### src/rtl/dma2d_pkg.sv
package dma2d_pkg;

  localparam int LANES = 4;
  localparam int DW    = 8 * LANES;

  typedef enum logic [1:0] {
    WS_BYTE = 2'd0,
    WS_HALF = 2'd1,
    WS_WORD = 2'd2,
    WS_WIDE = 2'd3
  } wsize_e;

  // low address bits that must be zero for a given transfer size
  function automatic logic [1:0] size_mask(input wsize_e ws);
    case (ws)
      WS_BYTE: return 2'b00;
      WS_HALF: return 2'b01;
      default: return 2'b11;
    endcase
  endfunction

  function automatic logic is_aligned(input logic [1:0] lsb, input wsize_e ws);
    return (lsb & size_mask(ws)) == 2'b00;
  endfunction

  function automatic logic [LANES-1:0] lane_mask(input logic [1:0] lsb, input wsize_e ws);
    case (ws)
      WS_BYTE: return 4'b0001 << lsb;
      WS_HALF: return lsb[1] ? 4'b1100 : 4'b0011;
      default: return 4'b1111;
    endcase
  endfunction

endpackage

### src/rtl/dma2d_loop_ctr.sv
module dma2d_loop_ctr #(
  parameter int CW = 16
) (
  input  logic          clk,
  input  logic          rst_n,
  input  logic          load,
  input  logic [CW-1:0] load_val,
  input  logic          dec,
  output logic [CW-1:0] count,
  output logic          last
);

  always_ff @(posedge clk or negedge rst_n) begin
    if (!rst_n)    count <= '0;
    else if (load) count <= load_val;
    else if (dec)  count <= count - CW'(1);
  end

  assign last = (count == CW'(1));

endmodule

### src/rtl/dma2d_addr_gen.sv
module dma2d_addr_gen #(
  parameter int AW = 32,
  parameter int MW = 16
) (
  input  logic          clk,
  input  logic          rst_n,
  input  logic          load,
  input  logic [AW-1:0] load_addr,
  input  logic          step,
  input  logic          use_y,
  input  logic [MW-1:0] x_mod,
  input  logic [MW-1:0] y_mod,
  output logic [AW-1:0] addr
);

  localparam int EXT = AW - MW;

  logic [AW-1:0] x_ext;
  logic [AW-1:0] y_ext;
  logic [AW-1:0] inc;

  assign x_ext = {{EXT{x_mod[MW-1]}}, x_mod};
  assign y_ext = {{EXT{y_mod[MW-1]}}, y_mod};
  assign inc   = use_y ? y_ext : x_ext;

  always_ff @(posedge clk or negedge rst_n) begin
    if (!rst_n)     addr <= '0;
    else if (load)  addr <= load_addr;
    else if (step)  addr <= addr + inc;
  end

endmodule

### src/rtl/dma2d_wr_agen.sv
module dma2d_wr_agen
  import dma2d_pkg::*;
#(
  parameter int AW = 32,
  parameter int CW = 16,
  parameter int MW = 16
) (
  input  logic             clk,
  input  logic             rst_n,
  input  logic             enable,
  input  logic [AW-1:0]    cfg_start_addr,
  input  logic [CW-1:0]    cfg_x_count,
  input  logic [MW-1:0]    cfg_x_modify,
  input  logic [CW-1:0]    cfg_y_count,
  input  logic [MW-1:0]    cfg_y_modify,
  input  logic [1:0]       cfg_wsize,
  input  logic             cfg_autobuf,
  input  logic             src_req,
  input  logic [DW-1:0]    src_data,
  output logic             src_ack,
  output logic             mem_valid,
  input  logic             mem_ready,
  output logic [AW-1:0]    mem_addr,
  output logic [DW-1:0]    mem_data,
  output logic [LANES-1:0] mem_be,
  output logic             busy,
  output logic             cfg_err,
  output logic             row_done,
  output logic             frame_done
);

  wsize_e ws;
  assign ws = wsize_e'(cfg_wsize);

  // named internal events
  logic          en_q;
  logic          en_rise;
  logic          cfg_good;
  logic          start_ok;
  logic          start_bad;
  logic          beat_fire;
  logic          row_end;
  logic          frame_end;
  logic          reload;
  logic          x_last;
  logic          y_last;
  logic [CW-1:0] x_cnt;
  logic [CW-1:0] y_cnt;

  assign en_rise   = enable & ~en_q;
  assign cfg_good  = is_aligned(cfg_start_addr[1:0], ws)
                   & is_aligned(cfg_x_modify[1:0], ws)
                   & is_aligned(cfg_y_modify[1:0], ws)
                   & (cfg_x_count != '0)
                   & (cfg_y_count != '0);
  assign start_ok  = en_rise & cfg_good;
  assign start_bad = en_rise & ~cfg_good;

  assign mem_valid = busy & enable & src_req;
  assign beat_fire = mem_valid & mem_ready;
  assign src_ack   = beat_fire;
  assign row_end   = beat_fire & x_last;
  assign frame_end = row_end & y_last;
  assign reload    = frame_end & cfg_autobuf;

  assign mem_data  = src_data;
  assign mem_be    = lane_mask(mem_addr[1:0], ws);

  dma2d_loop_ctr #(.CW(CW)) u_xctr (
    .clk      (clk),
    .rst_n    (rst_n),
    .load     (start_ok | row_end),
    .load_val (cfg_x_count),
    .dec      (beat_fire),
    .count    (x_cnt),
    .last     (x_last)
  );

  dma2d_loop_ctr #(.CW(CW)) u_yctr (
    .clk      (clk),
    .rst_n    (rst_n),
    .load     (start_ok | reload),
    .load_val (cfg_y_count),
    .dec      (row_end),
    .count    (y_cnt),
    .last     (y_last)
  );

  dma2d_addr_gen #(.AW(AW), .MW(MW)) u_addr (
    .clk       (clk),
    .rst_n     (rst_n),
    .load      (start_ok | reload),
    .load_addr (cfg_start_addr),
    .step      (beat_fire),
    .use_y     (x_last),
    .x_mod     (cfg_x_modify),
    .y_mod     (cfg_y_modify),
    .addr      (mem_addr)
  );

  always_ff @(posedge clk or negedge rst_n) begin
    if (!rst_n) begin
      en_q       <= 1'b0;
      busy       <= 1'b0;
      cfg_err    <= 1'b0;
      row_done   <= 1'b0;
      frame_done <= 1'b0;
    end else begin
      en_q       <= enable;
      row_done   <= row_end;
      frame_done <= frame_end;
      if (start_ok)                       busy <= 1'b1;
      else if (!enable)                   busy <= 1'b0;
      else if (frame_end && !cfg_autobuf) busy <= 1'b0;
      if (!enable)        cfg_err <= 1'b0;
      else if (start_bad) cfg_err <= 1'b1;
      else if (start_ok)  cfg_err <= 1'b0;
    end
  end

endmodule

### config.mk
export PLATFORM = sky130hd
export DESIGN_NAME = dma2d_wr_agen
export DESIGN_NICKNAME = d
export VERILOG_FILES = /design/src/rtl/dma2d_pkg.sv /design/src/rtl/dma2d_loop_ctr.sv /design/src/rtl/dma2d_addr_gen.sv /design/src/rtl/dma2d_wr_agen.sv
export SDC_FILE = /design/constraint.sdc
export NUM_CORES = 1
export LEC_CHECK = 0
export BUFFER_PORTS_ARGS = -buffer_cell sky130_fd_sc_hd__buf_2
export CAP_MARGIN = 5
export CORE_UTILIZATION = 40
export CTS_BUF_LIST = sky130_fd_sc_hd__clkbuf_4
export CTS_CLUSTER_DIAMETER = 100
export DETAILED_ROUTE_END_ITERATION = 12
export PLACE_DENSITY = 0.67
export SLEW_MARGIN = 20
export SYNTH_ARGS = -nofsm -noshare
export SYNTH_HDL_FRONTEND = slang
export SYNTH_SLANG_ARGS = --single-unit
### constraint.sdc
create_clock -name clk -period 12.1 [get_ports clk]
set_clock_uncertainty 0.15 [all_clocks]
set_input_delay 2.42 -clock clk [delete_from_list [all_inputs] [get_ports clk]]
set_output_delay 2.42 -clock clk [all_outputs]
set_load 0.05 [all_outputs]
* Yosys cells after proc, flatten, opt, wreduce, memory -nomap -nowiden
Cells that the tools add are included.
Storage, ports and cells: output and inout port bits 74, word-level logic and storage cells 64, memories 0, flip-flop bits (word level) 69, memory bits (writable) 0, bits of input ports 136, latch bits 0, bits in read-only memories 0
Operators by class: magnitude comparators 0, eq/ne operators 5, divide/modulo/power cells 0, mux-type cells 16, $mul 0, shift operators 1, $add $sub $neg 3, bitwise operators 20, reduce and logical (&&, ||, !) cells 11
Operator list (number):
- 32-bit two-way mux | 3
- 16-bit two-way mux | 4
- 32-bit adder | 1
- 16-bit by 1-bit == test with 1-bit output (second input constant) | 2
- 16-bit nonzero test | 2
- 16-bit by 1-bit subtractor with 16-bit output (second input constant) | 2
- 1-bit bitwise AND | 13
- 2-bit zero test | 4
- 4-bit case mux with 2 select lines | 1
- 2-bit bitwise AND | 3
- 1-bit two-way mux | 6
- 3-bit by 1-bit inequality test with 1-bit output (second input constant) | 2
- 2-bit nonzero test | 3
- 4-bit two-way mux | 1
- 2-bit case mux with 2 select lines | 1
- 1-bit by 2-bit left shift with 4-bit output (first input constant) | 1
- 2-bit by 1-bit == test with 1-bit output (second input constant) | 1
- 1-bit inverter | 2
- 1-bit OR | 2
- 1-bit logical AND | 1
- 1-bit zero test | 1

* Logic depth before layout (Yosys ltp)
word-level depth 12, gate-level depth with buffers 19, mapped depth without buffers 18

* Modules after synthesis
From an unflattened synthesis, not the netlist that was laid out.
Second synthesis, totals: cells, all modules 671, area total of the unflattened synthesis 5855.6 um^2
By module, submodules not included:
- dma2d_addr_gen | area each 3265.6 um^2, cells an instance 378, sequential area each 800.8 um^2, instances 1
- dma2d_loop_ctr (u_yctr) | area each 1088.5 um^2, cells an instance 121, sequential area each 400.4 um^2, instances 1
- dma2d_loop_ctr (u_xctr) | area each 920.9 um^2, cells an instance 101, sequential area each 400.4 um^2, instances 1
- dma2d_wr_agen | area each 580.6 um^2, cells an instance 71, sequential area each 125.1 um^2, instances 1

* Worst setup path before layout
OpenSTA, ideal clock, no wires.
kind input port to output port, start point input src_req, end point output src_ack, stages on the path 4, path buffers 1, data required time 9.530 ns, slack 5.618 ns, arrival time 3.912 ns, cells stage by stage and3_1 nand2_1 clkinv_1 clkbuf_1
Between the ends: cells in the longest elaborated chain, start to end 2
Ends and longest elaborated chain:
- start, declared | RTL line dma2d_wr_agen.sv:18 | input logic src_req,
- 1-bit bitwise AND | RTL line dma2d_wr_agen.sv:59 | assign mem_valid = busy & enable & src_req;
- 1-bit bitwise AND | RTL line dma2d_wr_agen.sv:60 | assign beat_fire = mem_valid & mem_ready;
- end, declared | RTL line dma2d_wr_agen.sv:20 | output logic src_ack,
Every way passes these cells.

* Worst setup path in the final report
Ends and elaborated chain as after synthesis.

==> out/metrics.csv <==
metric;value;unit
syn_inst;703;
max_cap_violations;0;
core_area;13900;µm²
final_util;46.6;%
firstDrtPassIters;5;
p_sw;0.591;mW
fmax;0.162;GHz
finalCriticalPeriod;6.17;ns
relSlewSlack;35.6;%
fin_cells;991;
synth_area_leaders;dfrtp_1, ha_1, o21ai_0;
drt-total-wl;16000;µm
synth_top_area_share;30.1;%
die_width;122;µm
synth.distinct_cells;67;
setup_tns;0;ns
vias;5612;
async_reset_ff_share;100;%
swShare;49.4;%
postCtsHoldBufs;0;
grt_pass1_vias;5383;
vdd_drop_max;0.0933;mV
post_cts_buffers;0;
dieArea;14800;µm²
grt_usage;22.2;%
p_int;0.605;mW
maxSlewViolCount;0;
area_growth;13.2;%
setup_viol;0;
postRouteAntennaNets;0;
hold_viol_final;0;
clockBufferDepth;2;
crit_path_end_kind;output pin;
numPortBuffers;145;
antenna_found_initial;0;
power.leakage;3.06;nW
ys_seq_elements;69;
synth_edf_count;0;
htreeDepth;3;
start_util;41.2;%
n_antenna_cell;0;
stdcell_area;6490;µm²
arrival;3.60;ns
worst_slew_pin_slew;0.963;ns
startpoint_type;input pin;
grt_overflow;0;
cts-root-buf;clkbuf_4;
combPwrFrac;55.9;%
powerDensity;184;nW/µm²
rows;43;
route.detailed.drc;0;
syn_nets;877;
rsz0062_at_grt;no;
yosysWarnings;0;
seq_area_frac_synth;30.1;%
syn_area_per_cell;8.16;µm²
fin_crit_sh;51.0;%
place_inst;975;
post_dp_cell_area;6340;µm²
cp_max_fo;43;
numCtsBuffers;9;
grt_pass1_wl;25900;µm
dp_hpwl;11700;µm
clock_latency;0.45;ns
clkPwrFrac;13.5;%
worst-setup-path-type;input pin to output pin;
seq_power_share;30.6;%
clk_pin_slew;0.12;ns
grt_max_degree;70;
postCtsResizedCells;0;
hold_class;flop to flop;
clock-sinks;69;
avgRoutedWirePerCell;16.2;µm
num_io_pins;210;
netlist_area;5740;µm²
die_y;122;µm
crit_required;9.53;ns
drive_above_1_share;24.7;%
nets;980;
yosysTopAreaCell;dfrtp_1;
status;complete, no violations;
cts_tree;yes;
synth_ff_type;dfrtp_1;
first_iter_violations;414;
avgViaCountPerCell;5.66;
place.gp.congestion;0.895;
num-fill-cells;1401;
-- power by group through the flow --
stage | Combinational (mW) | Clock, mW | Sequential (mW)
CTS | 0.667 | 0.168 | 0.365
global route | 0.737 | 0.176 | 0.375
finish | 0.669 | 0.162 | 0.366
detailed placement | 0.663 | 0 | 0.370
floorplan | 0.426 | 0 | 0.475
global placement | 0.658 | 0 | 0.369
-- cells in the mapped netlist, types with 8 or more instances --
library cell and instances:
xnor2_1 14, nand2_1 70, clkbuf_1 13, dfrtp_1 69
buf_4 37, a22oi_1 9, nor4_1 15, inv_1 15
o21ai_0 83, nand4_1 8, and3_1 8, or3_1 8
nor3_1 18, nand3_1 12, nor2_1 56, a21o_1 31
mux2_2 15, xor2_1 11, a21oi_1 72, ha_1 37
-- registers in the layout, indices dropped and copies added (netlist names) --
| register | flops |
|---|---|
| u_addr.addr | 32 |
| busy | 1 |
| frame_done | 1 |
| en_q | 1 |
| row_done | 1 |
| u_yctr.count | 16 |
| u_xctr.count | 16 |
| cfg_err | 1 |
-- cells by family (layout without fill, tap and decap cells) --
group | Yosys count | after routing | synth area share [%]
DFF | 69 | 69 | 30.1
xor gates and xnor gates | 25 | 25 | 3.82
muxes | 17 | 17 | 3.38
adders and majority gates | 38 | 38 | 8.42
AOI/OAI and AO/OA | 254 | 254 | 27.4
buffers and inverters | 76 | 184 | 7.92
and+or+nand+nor | 224 | 224 | 19.0
-- placed cells by master (no fill, tap or decap), types with 12 or more instances in the layout --
cell	n
o21ai_0	83
xnor2_1	14
nor4_1	15
ha_1	37
mux2_2	15
nand3_1	12
a21oi_1	72
buf_2	145
nand2_1	70
inv_1	15
nor3_1	18
a21o_1	30
nor2_1	54
dfrtp_1	69
-- critical path: stages --
cell and delay (ns):
buf_2 0.11, and3_1 0.19, nand2_1 0.07, buf_4 0.39, clkinv_1 0.16, buf_2 0.24
-- stage by stage --
stage	hold slack (ns)	setup WS, ns	power (mW)
after floorplan	0.291	5.62	0.900
after global placement	0.320	5.94	1.03
after detailed placement	0.334	5.93	1.03
after CTS	0.373	5.92	1.20
after global routing	0.407	5.80	1.29
final	0.367	5.93	1.20
-- area by class of cell --
cell class | count | area [µm²] | area share, %
clock buffers | 9 | 67.6 | 1.04
clock inverters | 7 | 72.6 | 1.12
inverters | 17 | 63.8 | 0.982
multi-input cells | 558 | 3570 | 54.9
flip-flops and latches | 69 | 1730 | 26.6
well taps | 180 | 225 | 3.47
repair buffers | 151 | 771 | 11.9
-- worst paths after layout --
kind / startpoint / end / slack, ns / cells past startpoint
max: src_req / src_ack / 5.93 / 6
min: u_yctr.count[3]$_DFFE_PN0P_ / u_yctr.count[3]$_DFFE_PN0P_ / 0.37 / 2
max reg2reg: u_xctr.count[7]$_DFFE_PN0P_ / u_addr.addr[28]$_DFFE_PN0P_ / 6.45 / 18
min reg2reg: u_yctr.count[3]$_DFFE_PN0P_ / u_yctr.count[3]$_DFFE_PN0P_ / 0.37 / 2
max in group asynchronous: rst_n / u_addr.addr[31]$_DFFE_PN0P_ / 9.19 / 2
min in group asynchronous: rst_n / u_yctr.count[3]$_DFFE_PN0P_ / 2.03 / 2
-- layer usage --
layer  track usage [%]  up-vias  share of wire [%]
met1              29.6     2618                 48
met4              7.48        0                1.2
li1                  -     2769                  -
met5                 0        -                  0
met3              2.90       19                5.3
met2              36.8      206                 46
Note: power is estimated with default switching activity, not from simulation.
